--- src/rtl/fir_sym_pkg.sv ---
package fir_sym_pkg;

    // Number of register stages from input capture to result.
    localparam int FIR_PIPE = 4;

    // Fixed symmetric weight set, indexed from the newest sample.
    function automatic int coef_at(input int k);
        case (k)
            0, 7:    return 8;
            1, 6:    return 21;
            2, 5:    return 45;
            3, 4:    return 54;
            default: return 0;
        endcase
    endfunction

endpackage

--- src/rtl/fir_tap_line.sv ---
module fir_tap_line #(
    parameter int SMP_W = 8,
    parameter int NTAP  = 8
) (
    input  logic                    clk,
    input  logic                    rst,
    input  logic [SMP_W-1:0]        in_smp,
    input  logic                    in_vld,
    output logic [NTAP*SMP_W-1:0]   taps
);

    typedef struct packed {
        logic [NTAP-1:0][SMP_W-1:0] hist;
    } line_t;

    line_t line_d, line_q;

    // History moves only on an accepted sample; slot 0 is the newest.
    always_comb begin
        line_d = line_q;
        if (in_vld) begin
            line_d.hist[0] = in_smp;
            for (int k = 1; k < NTAP; k++) begin
                line_d.hist[k] = line_q.hist[k-1];
            end
        end
    end

    always_ff @(posedge clk) begin
        if (rst) begin
            line_q <= '0;
        end else begin
            line_q <= line_d;
        end
    end

    assign taps = line_q.hist;

endmodule

--- src/rtl/fir_pair_mac.sv ---
module fir_pair_mac #(
    parameter int SMP_W = 8,
    parameter int CF_W  = 8,
    parameter int COEF  = 8,
    localparam int PRE_W  = SMP_W + 1,
    localparam int PROD_W = PRE_W + CF_W
) (
    input  logic                 clk,
    input  logic                 rst,
    input  logic [SMP_W-1:0]     smp_a,
    input  logic [SMP_W-1:0]     smp_b,
    output logic [PROD_W-1:0]    prod
);

    typedef struct packed {
        logic [PROD_W-1:0] prod;
    } mac_t;

    mac_t mac_d, mac_q;

    logic signed [PRE_W-1:0]  pre_sum;
    logic signed [PROD_W-1:0] pre_x;
    logic signed [PROD_W-1:0] cf_x;

    // Mirrored samples are summed at one extra bit, then scaled once.
    always_comb begin
        pre_sum    = $signed({smp_a[SMP_W-1], smp_a}) + $signed({smp_b[SMP_W-1], smp_b});
        pre_x      = PROD_W'(pre_sum);
        cf_x       = PROD_W'(COEF);
        mac_d.prod = pre_x * cf_x;
    end

    always_ff @(posedge clk) begin
        if (rst) begin
            mac_q <= '0;
        end else begin
            mac_q <= mac_d;
        end
    end

    assign prod = mac_q.prod;

endmodule

--- src/rtl/fir_sum_tree.sv ---
module fir_sum_tree #(
    parameter int NPAIR  = 4,
    parameter int PROD_W = 17,
    parameter int RES_W  = 16,
    localparam int NHALF  = (NPAIR + 1) / 2,
    localparam int PART_W = PROD_W + 1,
    localparam int TOT_W  = PART_W + $clog2(NHALF) + 1
) (
    input  logic                      clk,
    input  logic                      rst,
    input  logic [NPAIR*PROD_W-1:0]   prods,
    output logic [RES_W-1:0]          total
);

    typedef struct packed {
        logic [NHALF-1:0][PART_W-1:0] part;
        logic [RES_W-1:0]             tot;
    } tree_t;

    tree_t tree_d, tree_q;

    logic signed [PART_W-1:0] pa;
    logic signed [PART_W-1:0] pb;
    logic signed [TOT_W-1:0]  acc;

    // Level one adds neighbouring products; level two adds the partials
    // and keeps the low RES_W bits (two's-complement wrap).
    always_comb begin
        tree_d = tree_q;
        pa     = '0;
        pb     = '0;
        for (int h = 0; h < NHALF; h++) begin
            pa = PART_W'($signed(prods[(2*h)*PROD_W +: PROD_W]));
            if (2*h + 1 < NPAIR) begin
                pb = PART_W'($signed(prods[(2*h+1)*PROD_W +: PROD_W]));
            end else begin
                pb = '0;
            end
            tree_d.part[h] = pa + pb;
        end
        acc = '0;
        for (int h = 0; h < NHALF; h++) begin
            acc = acc + TOT_W'($signed(tree_q.part[h]));
        end
        tree_d.tot = acc[RES_W-1:0];
    end

    always_ff @(posedge clk) begin
        if (rst) begin
            tree_q <= '0;
        end else begin
            tree_q <= tree_d;
        end
    end

    assign total = tree_q.tot;

endmodule

--- src/rtl/fir_sym_top.sv ---
module fir_sym_top #(
    parameter int SMP_W = 8,
    parameter int RES_W = 16,
    parameter int NTAP  = 8,
    parameter int CF_W  = 8
) (
    input  logic              clk,
    input  logic              rst,
    input  logic [SMP_W-1:0]  din,
    input  logic              din_vld,
    output logic [RES_W-1:0]  dout,
    output logic              dout_vld
);

    localparam int NPAIR  = NTAP / 2;
    localparam int PROD_W = SMP_W + 1 + CF_W;
    localparam int PIPE   = fir_sym_pkg::FIR_PIPE;

    logic [NTAP*SMP_W-1:0]  tap_flat;
    logic [NPAIR*PROD_W-1:0] prod_flat;

    typedef struct packed {
        logic [PIPE-1:0] vld;
    } flag_t;

    flag_t flag_d, flag_q;

    fir_tap_line #(
        .SMP_W (SMP_W),
        .NTAP  (NTAP)
    ) u_line (
        .clk    (clk),
        .rst    (rst),
        .in_smp (din),
        .in_vld (din_vld),
        .taps   (tap_flat)
    );

    // One pre-add multiplier per mirrored tap pair.
    for (genvar p = 0; p < NPAIR; p++) begin : g_pair
        fir_pair_mac #(
            .SMP_W (SMP_W),
            .CF_W  (CF_W),
            .COEF  (fir_sym_pkg::coef_at(p))
        ) u_mac (
            .clk   (clk),
            .rst   (rst),
            .smp_a (tap_flat[p*SMP_W +: SMP_W]),
            .smp_b (tap_flat[(NTAP-1-p)*SMP_W +: SMP_W]),
            .prod  (prod_flat[p*PROD_W +: PROD_W])
        );
    end

    fir_sum_tree #(
        .NPAIR  (NPAIR),
        .PROD_W (PROD_W),
        .RES_W  (RES_W)
    ) u_tree (
        .clk   (clk),
        .rst   (rst),
        .prods (prod_flat),
        .total (dout)
    );

    // Strobe follows the data through the same number of registers.
    always_comb begin
        flag_d.vld = {flag_q.vld[PIPE-2:0], din_vld};
    end

    always_ff @(posedge clk) begin
        if (rst) begin
            flag_q <= '0;
        end else begin
            flag_q <= flag_d;
        end
    end

    assign dout_vld = flag_q.vld[PIPE-1];

endmodule

--- config.mk ---
export PLATFORM = sky130hd
export DESIGN_NAME = fir_sym_top
export DESIGN_NICKNAME = d
export VERILOG_FILES = /design/src/rtl/fir_sym_pkg.sv /design/src/rtl/fir_tap_line.sv /design/src/rtl/fir_pair_mac.sv /design/src/rtl/fir_sum_tree.sv /design/src/rtl/fir_sym_top.sv
export SDC_FILE = /design/constraint.sdc
export NUM_CORES = 1
export LEC_CHECK = 0
export ABC_AREA = 0
export BUFFER_PORTS_ARGS = -buffer_cell sky130_fd_sc_hd__buf_2
export CAP_MARGIN = 0
export CORE_ASPECT_RATIO = 1.1
export CORE_MARGIN = 5
export CORE_UTILIZATION = 68
export DETAILED_ROUTE_END_ITERATION = 12
export GPL_TIMING_DRIVEN = 0
export PLACE_DENSITY = 0.86
export SETUP_SLACK_MARGIN = 0.15
export SKIP_LAST_GASP = 1
export SLEW_MARGIN = 40
export SYNTH_ARGS = -nofsm -noshare
export SYNTH_HDL_FRONTEND = slang
export SYNTH_HIERARCHICAL = 1
export SYNTH_SLANG_ARGS = --single-unit
--- constraint.sdc ---
create_clock -name clk -period 10.97 [get_ports clk]
set_clock_uncertainty 0.1 [all_clocks]
set_input_delay 0.5485 -clock clk [delete_from_list [all_inputs] [get_ports clk]]
set_output_delay 0.5485 -clock clk [all_outputs]
set_load 0.01 [all_outputs]
# After elaboration in Yosys (flattened, before gate mapping)
# Index checks and enable logic that the tools add are counted.
[totals]
ff_bits = 175
word_cells = 28
[op_classes]
n_mul = 3
add_sub_neg = 7
[ops]
columns = ["op", "count"]
rows = [
  ["$add A8 B8 Y9", 4],
  ["$add A16 B16 Y16", 2],
  ["$mul A9 B6 Y15 const B", 2],
  ["$add A12 B15 Y16", 1],
  ["$mul A9 B7 Y16 const B", 1],
]

# Longest topological paths before layout
# Gate-level depths: netlist (run 1).
[depth]
word_depth = 2
ltp_mapped = 22
mapped_depth_nobuf = 22

# Cells and area by module
# Netlist (run 1), hierarchy kept.
[by_module_without_submodules]
columns = ["mod", "area_per_inst_um2", "cells_per_inst", "seq_area_each_um2", "n_inst"]
rows = [
  ["fir_sum_tree", 3342.0, 381, 960.9, 1],
  ["fir_tap_line", 2290.9, 206, 1281.2, 1],
  ["fir_pair_mac (g_pair[2].u_mac)", 1954.4, 215, 320.3, 1],
  ["fir_pair_mac (g_pair[3].u_mac)", 1677.9, 186, 300.3, 1],
  ["fir_pair_mac (g_pair[1].u_mac)", 1541.5, 172, 300.3, 1],
  ["fir_pair_mac (g_pair[0].u_mac)", 634.4, 68, 180.2, 1],
  ["fir_sym_top", 105.1, 8, 80.1, 1],
]

# Worst setup path before layout (run 1)
# No wires, ideal clock.
[synth_timing]
path_type = "register to register"
from = "reg u_line.line_q (netlist bit u_line/taps[16])"
to = "reg g_pair[2].u_mac.mac_q (netlist bit g_pair[2].u_mac/prod[12])"
arrival_time_ns = 4.812
n_path_buf = 0
required_time_ns = 10.742
path_slack_ns = 5.931
path_stages_with_launch = 21
synth_period_minus_slack_ns = 5.039
setup_time_ns = 0.128
path_cell_list = "dfxtp_1 > ha_1 > inv_1 > fa_1 > nor2b_1 > o31a_1 > a21oi_1 > o21bai_1 > xor2_1 > ha_1 > ha_1 > fa_1 > inv_1 > fa_1 > inv_1 > ha_1 > a211o_1 > a211o_1 > a41o_1 > xnor2_1 > nor2_1"
[synth_between]
elab_chain_cells = 2
[synth_rtl]
columns = ["item", "line_no", "rtl"]
rows = [
  ["from (decl)", "fir_tap_line.sv:16", "line_t line_d, line_q;"],
  ["from (signal assigned)", "fir_tap_line.sv:33", "line_q <= line_d;"],
  ["$add A8 B8 Y9", "fir_pair_mac.sv:27", "pre_sum = $signed({smp_a[SMP_W-1], smp_a}) + $signed({smp_b[SMP_W-1], smp_b});"],
  ["$mul A9 B7 Y16", "fir_pair_mac.sv:30", "mac_d.prod = pre_x * cf_x;"],
  ["to (signal assigned)", "fir_pair_mac.sv:37", "mac_q <= mac_d;"],
  ["to (decl)", "fir_pair_mac.sv:19", "mac_t mac_d, mac_q;"],
]
# Every way passes these cells.
# A chain may end at the register's enable or synchronous reset.

# Worst setup path in the final report (run 1)
[layout_timing]
from = "reg u_line.line_q (netlist bit u_line/taps[16])"
to = "reg g_pair[2].u_mac.mac_q (netlist bit g_pair[2].u_mac/prod[14])"
# Same word-level chain as after synthesis.

==> results_dict.tcl, run 1 <==
set metrics [dict create \
    layout_setup_ws_ps 5402 \
    numCtsBuffers 17 \
    r2r_slack_ps 5400 \
    core_area_mm2 0.01683 \
    crit_slowest_cell "fa_1" \
    hold_end "u_line/taps[3]$_SDFFE_PP0P_" \
    firstDrtPassIters 5 \
    critPathRequiredTime_ps 11200 \
    grt_pass1_wl_um 40540 \
    fin_crit_ps 5568 \
    worst_setup_path_start_kind "flop" \
    antenna_found_initial 0 \
    finalHoldViolations 0 \
    post_route_cells_drive_above_1_share_pct 9.302 \
    syn_inst 1232 \
    grt_max_degree 27 \
    reg2reg_depth 21 \
    hold_path_class "in -> reg" \
    vdd_ir_drop_max_mv 0.1858 \
    initial_core_util_pct 68.43 \
    numPortBuffers 27 \
    grt_overflow_total 0 \
    cts_resized 0 \
    htreeDepth 4 \
    rsz0062_at_grt "no" \
    drc 0 \
    final_cell_area_mm2 0.01249 \
    place_ws_ps 5449 \
    crit_chain "ha_1, inv_1, fa_1, nor2b_1, o31a_1, a21oi_1, o21bai_1, xor2_1, ha_1, ha_1, fa_1, inv_1, fa_1, inv_1, ha_1, a211o_1, a211o_1, a41o_1, nand2_1, a21oi_1, o211ai_1" \
    cts_sinks 171 \
    groute.usage.overall_pct 25.19 \
    ctsHoldBuffers 0 \
    fmax_mhz 179.6 \
    critPathBufInv 3 \
    vias 8609 \
    rr_startpoint "u_line/taps[16]$_SDFFE_PP0P_" \
    cts_tree "built" \
    min_period_over_period_pct 50.75 \
    drt.antenna.violating_nets 0 \
    cts_setup_buffers 0 \
    cp_max_fo 4 \
    wire_per_inst_um 16.15 \
    hp-start "din[3]" \
    fp.dieH_um 146.5 \
    cts_root_buffer "clkbuf_16" \
    grt_pass1_vias 8785 \
    placed_cell_area_mm2 0.01192 \
    diodes 0 \
    timing.setup.tns_ps 0 \
    hold_depth 3 \
    io_pins 28 \
    die-area_mm2 0.01964 \
    p_total_mw 1.400 \
    crit_top_cell "ha_1" \
    fp.dieW_um 134.1 \
    viasPerCell 5.747 \
    syn_area_per_cell_um2 9.347 \
    hpwl_um 18260 \
    gp_congestion 0.9560 \
    status "finished clean" \
    synthesis.area_mm2 0.01152 \
    power_density_mw_per_mm2 112.0 \
    slew_headroom_pct 56.59 \
    wl_um 24200 \
    areaGrowthSynthToFinish_pct 8.496 \
    critical_path_arrival_ps 5800 \
    finalSetupViolCount 0 \
    reg2reg_to "g_pair[2].u_mac/prod[14]$_SDFF_PP0_" \
    finalNetCount 1490 \
    yosys_warnings 6 \
    clk_pin_slew_ps 60 \
    worst_pin_slew_ps 651.1 \
    rows 50 \
    clock_latency_ps 430 \
    crit_path_end_kind "flop" \
    p_leak_nw 6.292 \
    slew_viol_final 0 \
    crit_type "reg -> reg" \
    cap_violations 0 \
    clockBufferDepth 2 \
    cp_top_family "adder cells" \
    drtIter0Drc 353 \
    worst_path_largest_cell_delay_ps 540 \
]
-- where the power goes --
group | leakage, nW | internal [mW] | total [mW] | switching (mW)
logic | 4.62 | 0.0642 | 0.152 | 0.0879
registers | 1.39 | 0.641 | 0.651 | 0.0105
clock network | 0.281 | 0.342 | 0.596 | 0.255
total | 6.29 | 1.05 | 1.40 | 0.353
-- per-stage QoR --
step | hold slack (ps) | instances | utilization [%]
finish | 250.9 | 1498 | 74.25
global route | 255.7 | 1498 | 74.25
CTS | 238.5 | 1498 | 74.25
detailed placement | 327.2 | 1469 | 70.83
global placement | 317.9 | 1469 | 70.83
floorplan | 313.8 | 1234 | -
-- sequential cells by signal, summed over array words and instances (netlist names) --
| name | flops |
|---|---|
| flag_q | 4 |
| u_line/taps | 64 |
| u_tree/total | 16 |
| g_pair.u_mac/prod | 55 |
| u_tree/tree_q | 32 |
-- final cells by class --
| class | count | area (um2) |
|---|---|---|
| inverter | 103 | 387.9 |
| timing repair buffer | 27 | 135.1 |
| buffer | 53 | 371.6 |
| multi-input combinational | 907 | 7341 |
| tap | 208 | 260.3 |
| sequential | 171 | 3423 |
| clock inverter | 11 | 136.4 |
| fill | 1173 | 4334 |
| clock buffer | 18 | 439.2 |
-- routing by layer --
layer | vias to the layer above | track usage, % | wire [um] | share of wire (%)
li1 | 4297 | - | - | -
met1 | 4061 | 29.26 | 10190 | 42
met2 | 182 | 45.68 | 12230 | 51
met3 | 69 | 3.067 | 667 | 2.8
met4 | 0 | 12.22 | 1114 | 4.6
met5 | - | 0 | 0 | 0
-- worst max path at each step --
stage / start / end / cells after the start
after detailed placement: u_line/taps[40]$_SDFFE_PP0P_ / g_pair[2].u_mac/prod[12]$_SDFF_PP0_ / 20
after global routing: u_line/taps[40]$_SDFFE_PP0P_ / g_pair[2].u_mac/prod[14]$_SDFF_PP0_ / 21
after CTS: u_line/taps[40]$_SDFFE_PP0P_ / g_pair[2].u_mac/prod[12]$_SDFF_PP0_ / 20
final: u_line/taps[16]$_SDFFE_PP0P_ / g_pair[2].u_mac/prod[14]$_SDFF_PP0_ / 21
after global placement: u_line/taps[40]$_SDFFE_PP0P_ / g_pair[2].u_mac/prod[14]$_SDFF_PP0_ / 21
after floorplan: u_line/taps[16]$_SDFFE_PP0P_ / g_pair[2].u_mac/prod[12]$_SDFF_PP0_ / 20
-- worst min-delay path, delay by kind of cell --
family / cells / cell delay (ps)
buffers and inverters: 1 / 70
muxes: 1 / 50
and+or+nand+nor: 1 / 70
-- cells in the final DEF (no fill, tap or decap), types with 4 or more instances in the layout --
cell type,instances
a211o_1,5
a211oi_1,15
a21o_1,32
a21oi_1,62
a31oi_1,8
and2_1,5
and3_1,5
buf_1,7
buf_2,29
buf_4,25
buf_8,6
clkbuf_1,11
clkbuf_16,17
conb_1,4
dfxtp_1,171
fa_1,40
ha_1,159
inv_1,101
mux2_1,5
mux2i_1,68
nand2_1,40
nand2b_1,12
nand3_1,10
nand4_1,9
nor2_1,166
nor2b_1,37
nor3_1,16
nor3b_1,5
o211ai_1,7
o21a_1,10
o21ai_0,34
o21ai_1,9
o21bai_1,8
o31a_1,4
xnor2_1,48
xor2_1,33
(Power assumes the default switching activity.)
==> inputs of run 2 (changes only) <==
- CORE_UTILIZATION: 68 -> 58
- PLACE_DENSITY: 0.86 -> 0.78
- clock period: 10.97 -> 4.5 ns (I/O delays scaled with it)
==> run 2 against run 1 <==
The flow now finishes with violations (negative setup slack). Clock-buffer cell count unchanged. Global-route usage shrank 3.5 points. Critical path type unchanged. Cell area increased by 8.8%. Worst hold slack got worse by 14 ps. Routed wire length is 1.9% higher.
==> results_dict.tcl, run 2 (synthesized netlist as in run 1, its figures left out) <==
set metrics [dict create \
    core_area_mm2 0.01966 \
    gp_congestion 0.8616 \
    power.internal_mw 2.493 \
    rr_startpoint "u_line/taps[40]$_SDFFE_PP0P_" \
    fmax_mhz 201.5 \
    critPathRequiredTime_ps 4770 \
    power_density_mw_per_mm2 251.0 \
    finalNetCount 1534 \
    r2r_slack_ps -460 \
    fp.dieW_um 144.4 \
    antenna_found_initial 0 \
    drc 0 \
    initial_core_util_pct 58.57 \
    areaGrowthSynthToFinish_pct 18.08 \
    reg2reg_depth 22 \
    violations "negative setup slack" \
    cts_sinks 171 \
    worst_path_largest_cell_delay_ps 490 \
    worst_setup_path_start_kind "flop" \
    final_common_cell "nor2_1" \
    fin_crit_ps 4963 \
    rows 54 \
    startpoint "u_line/taps[40]$_SDFFE_PP0P_" \
    post_route_cells_drive_above_1_share_pct 20.27 \
    die-area_mm2 0.02278 \
    viasPerCell 5.490 \
    grt_max_degree 27 \
    groute.usage.overall_pct 21.67 \
    status "finished with violations" \
    numCtsBuffers 17 \
    hpwl_um 18000 \
    clockBufferDepth 2 \
    finalHoldViolations 0 \
    clkPwrFrac_pct 41.7 \
    wire_per_inst_um 15.52 \
    cp_max_fo 4 \
    cap_violations 0 \
    firstDrtPassIters 5 \
    layout_common_cells "nor2_1, dfxtp_1, ha_1" \
    final_cell_area_mm2 0.01360 \
    cts_tree "built" \
    io_pins 28 \
    crit_top_cell "ha_4" \
    rsz0062_at_grt "yes" \
    drtIter0Drc 489 \
    worst_pin_slew_ps 668.4 \
    critical_path_arrival_ps 5230 \
    critPathBufInv 3 \
    grt_pass1_vias 8624 \
    min_period_over_period_pct 110.3 \
    power_switching_share_pct 26.94 \
    largest_register_ffs 64 \
    crit_path_end_kind "flop" \
    crit_type "reg -> reg" \
    diodes 0 \
    cp_top_family "adder cells" \
    htreeDepth 4 \
    crit_slowest_cell "fa_1" \
    hold_path_class "in -> reg" \
    dp_cells 1513 \
    cts_root_buffer "clkbuf_16" \
    vias 8724 \
    grt_pass1_wl_um 39940 \
    crit_chain "ha_4, inv_2, fa_2, nor2b_4, o31a_1, a21oi_1, o21bai_1, xor2_2, ha_4, ha_4, fa_1, inv_1, fa_1, inv_2, ha_4, a21oi_2, o21a_1, o31a_1, o21a_1, nor4b_2, mux2i_1, nand4_1" \
    placed_cell_area_mm2 0.01212 \
    clock_latency_ps 430 \
    timing.setup.tns_ps -2460 \
    combPwrFrac_pct 11.8 \
    p_leak_nw 6.559 \
    numPortBuffers 27 \
    fin_cells 1589 \
    clk_pin_slew_ps 80 \
    layout_setup_ws_ps -463.1 \
    finalSetupViolCount 7 \
    drt.antenna.violating_nets 0 \
    slew_viol_final 0 \
    fp.dieH_um 157.8 \
    hold_end "flag_q[0]$_SDFF_PP0_" \
    wl_um 24670 \
    p_sw_uw 919.5 \
    hold_depth 2 \
    hp-start "rst" \
    fill_cells 1436 \
    grt_overflow_total 0 \
    reg2reg_to "g_pair[2].u_mac/prod[15]$_SDFF_PP0_" \
    vdd_ir_drop_max_mv 0.2929 \
    slew_headroom_pct 55.44 \
    finalHoldWorstSlack_ps 236.6 \
    p_seq_share_pct 46.5 \
]
## run 2: cell count changes in the layout (fill, tap and decap cells not counted), sizes merged
cell and change:
dlygate4sd3 +9, inv +4, bufinv -2, clkinv +1
buf +35
## run 2: how the worst max path moves through the flow
| stage | slack (ps) | cells past startpoint | end |
|---|---|---|---|
| 2_1_floorplan | -170 | 19 | g_pair[2].u_mac/prod[15]$_SDFF_PP0_ |
| 3_3_place_gp | -570 | 18 | g_pair[2].u_mac/prod[15]$_SDFF_PP0_ |
| 3_5_place_dp | -640 | 18 | g_pair[2].u_mac/prod[15]$_SDFF_PP0_ |
| 4_1_cts | -430 | 22 | g_pair[2].u_mac/prod[15]$_SDFF_PP0_ |
| 5_1_grt | -630 | 22 | g_pair[2].u_mac/prod[15]$_SDFF_PP0_ |
| 6_report | -460 | 22 | g_pair[2].u_mac/prod[15]$_SDFF_PP0_ |
## run 2: metrics by stage
| step | worst slack (ps) | util, % | total power, mW |
|---|---|---|---|
| finish | -463.1 | 69.16 | 3.413 |
| global route | -632.6 | 69.16 | 3.557 |
| CTS | -430.6 | 67.11 | 3.426 |
| detailed placement | -640.2 | 61.65 | 1.985 |
| global placement | -571.2 | 61.65 | 1.976 |
| floorplan | -171.2 | - | 1.896 |
## run 2: final cells by class
| class | instances | area (um2) | share of cell area [%] |
|---|---|---|---|
| multi-input combinational | 907 | 7985 | 58.72 |
| sequential | 171 | 3461 | 25.45 |
| timing repair buffer | 71 | 488.0 | 3.589 |
| clock buffer | 18 | 439.2 | 3.230 |
| inverter | 103 | 387.9 | 2.852 |
| buffer | 53 | 377.9 | 2.779 |
| tap | 252 | 315.3 | 2.319 |
| clock inverter | 14 | 143.9 | 1.058 |
## run 2: repair_timing
action | 4_1_cts | 5_1_grt
pin swaps | 49 | 54
gates resized for setup | 52 | 61
hold buffers | 9 | 0
gates cloned | 0 | 0
endpoints found under the hold margin | 9 | 0
setup buffers | 23 | 12
endpoints found under the setup margin | 20 | 22
## run 2: metal layers
layer  vias up  global-route usage [%]  wire [um]
met3        39                   3.112        767
met5         -                       0          0
met1      4121                   26.19      10520
li1       4393                       -          -
met4         0                   6.930        471
met2       171                   39.46      12910
## run 2: power groups by stage
stage / sequential (mW) / combinational [mW] / clock, mW
after global placement: 1.62 / 0.354 / 0
after floorplan: 1.61 / 0.286 / 0
final: 1.59 / 0.402 / 1.42
after detailed placement: 1.62 / 0.363 / 0
after CTS: 1.59 / 0.385 / 1.45
after global routing: 1.59 / 0.449 / 1.52
## run 2: worst reg2reg max path, cell delays in order, from the launching register on
cell	delay (ps)
dfxtp_2	380
ha_4	150
inv_2	30
fa_2	390
nor2b_4	130
o31a_1	170
a21oi_1	80
o21bai_1	270
xor2_2	360
ha_4	270
ha_4	240
fa_1	470
inv_1	50
fa_1	490
inv_2	50
ha_4	280
a21oi_2	60
o21a_1	170
o31a_1	130
o21a_1	230
nor4b_2	230
mux2i_1	100
nand4_1	70
==> inputs of run 3 (changes only) <==
- CORE_MARGIN: 5 -> 2
==> run 3 against run 2 <==
The flow still finishes with violations (negative setup slack). Final cell count grew 0.94%. Total power grew 1.4%. Critical path depth is the same. Cell area grew 1.2%. Largest cell class unchanged. Sequential power is essentially flat. Largest power group unchanged. Sequential share of layout area shrank 0.16 points. Die area shrank 7.8%. Via count grew 0.88%. Fmax grew 1.2%. Critical path type unchanged. Combinational power grew 2%. Clock-buffer cell count grew 1.
==> results_dict.tcl, run 3 (synthesized netlist as in run 1, its figures left out) <==
set metrics [dict create \
    largest_register_ffs 64 \
    rsz0062_at_grt "yes" \
    vdd_ir_drop_max_mv 0.3027 \
    hold_path_class "in -> reg" \
    worst_setup_path_start_kind "flop" \
    p_sw_uw 927.7 \
    crit_slowest_cell "fa_1" \
    numCtsBuffers 17 \
    slew_headroom_pct 54.33 \
    clock_latency_ps 430 \
    viasPerCell 5.487 \
    drc 0 \
    cp_max_fo 4 \
    finalSetupViolCount 7 \
    p_seq_share_pct 45.8 \
    slew_viol_final 0 \
    fp.dieH_um 151.8 \
    placed_cell_area_mm2 0.01212 \
    grt_overflow_total 0 \
    fill_cells 1354 \
    combPwrFrac_pct 11.8 \
    groute.usage.overall_pct 23.81 \
    grt_max_degree 27 \
    die-area_mm2 0.02100 \
    drtIter0Drc 407 \
    wire_per_inst_um 15.78 \
    status "finished with violations" \
    clk_pin_slew_ps 70 \
    clkPwrFrac_pct 42.4 \
    worst_pin_slew_ps 685.0 \
    crit_top_cell "ha_4" \
    final_common_cell "nor2_1" \
    rr_startpoint "u_line/taps[16]$_SDFFE_PP0P_" \
    htreeDepth 4 \
    crit_path_end_kind "flop" \
    min_period_over_period_pct 108.9 \
    io_pins 28 \
    fmax_mhz 204.0 \
    startpoint "u_line/taps[16]$_SDFFE_PP0P_" \
    timing.setup.tns_ps -1885 \
    power_switching_share_pct 26.82 \
    power_density_mw_per_mm2 251.4 \
    cap_violations 0 \
    layout_common_cells "nor2_1, dfxtp_1, ha_1" \
    initial_core_util_pct 58.57 \
    final_cell_area_mm2 0.01376 \
    core_area_mm2 0.01966 \
    cts_root_buffer "clkbuf_16" \
    firstDrtPassIters 5 \
    areaGrowthSynthToFinish_pct 19.51 \
    seqCellArea_mm2 0.003481 \
    crit_chain "ha_4, inv_2, fa_2, nor2b_2, o31a_1, a21oi_1, o21bai_2, xor2_2, ha_1, ha_4, fa_1, inv_1, fa_1, inv_2, ha_4, nand2_2, o21a_1, o31a_1, o21a_1, nor4b_2, mux2i_1, nand4_1" \
    critPathRequiredTime_ps 4770 \
    layout_setup_ws_ps -402.4 \
    finalNetCount 1549 \
    grt_pass1_vias 8791 \
    clockBufferDepth 2 \
    crit_type "reg -> reg" \
    finalHoldWorstSlack_ps 245.0 \
    cts_tree "built" \
    grt_pass1_wl_um 40540 \
    fin_cells 1604 \
    gp_congestion 0.8732 \
    p_total_mw 3.460 \
    post_route_cells_drive_above_1_share_pct 21.08 \
    worst_path_largest_cell_delay_ps 530 \
    hpwl_um 17680 \
    p_leak_nw 6.637 \
    dp_cells 1513 \
    vias 8801 \
    numPortBuffers 27 \
    drt.antenna.violating_nets 0 \
    fin_crit_ps 4902 \
    violations "negative setup slack" \
    fp.dieW_um 138.4 \
    multi_input_area_mm2 0.008008 \
    hp-start "rst" \
    power.internal_mw 2.532 \
    finalHoldViolations 0 \
    rows 54 \
    diodes 0 \
    cts_sinks 171 \
    wl_um 25300 \
    critical_path_arrival_ps 5170 \
    antenna_found_initial 0 \
]
==> run 3: metrics by stage <==
step / setup slack, ps / util, %
2_1_floorplan: -171.2 / -
6_report: -402.4 / 70.00
4_1_cts: -359.2 / 67.91
3_3_place_gp: -576.8 / 61.65
3_5_place_dp: -675.1 / 61.65
5_1_grt: -566.8 / 70.00
==> run 3: power by group through the flow <==
stage	clock [mW]	sequential, mW	combinational [mW]
after detailed placement	0	1.62	0.363
after global placement	0	1.62	0.354
after global routing	1.55	1.59	0.455
after floorplan	0	1.61	0.286
after CTS	1.49	1.59	0.388
final	1.47	1.58	0.409
==> run 3: final timing paths <==
| check | endpoint | slack [ps] | cells after the start |
|---|---|---|---|
| max | g_pair[2].u_mac/prod[15]$_SDFF_PP0_ | -400 | 22 |
| max reg2reg | g_pair[2].u_mac/prod[15]$_SDFF_PP0_ | -400 | 22 |
| min | flag_q[3]$_SDFF_PP0_ | 250 | 2 |
| min reg2reg | flag_q[1]$_SDFF_PP0_ | 340 | 1 |
==> run 3: cell type report <==
| type | instances | area share, % |
|---|---|---|
| Multi-Input combinational cell | 907 | 58.18 |
| Clock buffer | 19 | 3.145 |
| Tap cell | 252 | 2.291 |
| Timing Repair Buffer | 86 | 4.418 |
| Clock inverter | 13 | 1.109 |
| Inverter | 103 | 2.818 |
| Sequential cell | 171 | 25.29 |
| Buffer | 53 | 2.745 |
==> run 3: routing by layer <==
metal  vias up  global-route usage (%)  wire length, um
met5         -                       0                0
met4         0                   8.367              519
met3        44                   3.426              656
met2       158                   46.09            13290
met1      4180                   26.82            10830
li1       4419                       -                -
==> run 3: repair_timing <==
action | 4_1_cts | 5_1_grt
hold endpoints to repair | 9 | 0
hold buffers | 9 | 0
endpoints found under the setup margin | 20 | 21
pin swaps | 47 | 34
gates resized for setup | 63 | 60
buffers inserted | 35 | 15
==> run 3: critical path, delay by kind of cell, from the launching register on <==
kind            cells  cell delay (ps)
simple gates        4              540
buf+inv             3              140
flops               1              380
compound gates      6              970
mux                 1               90
fa+ha+maj           7             2320
xor+xnor            1              290
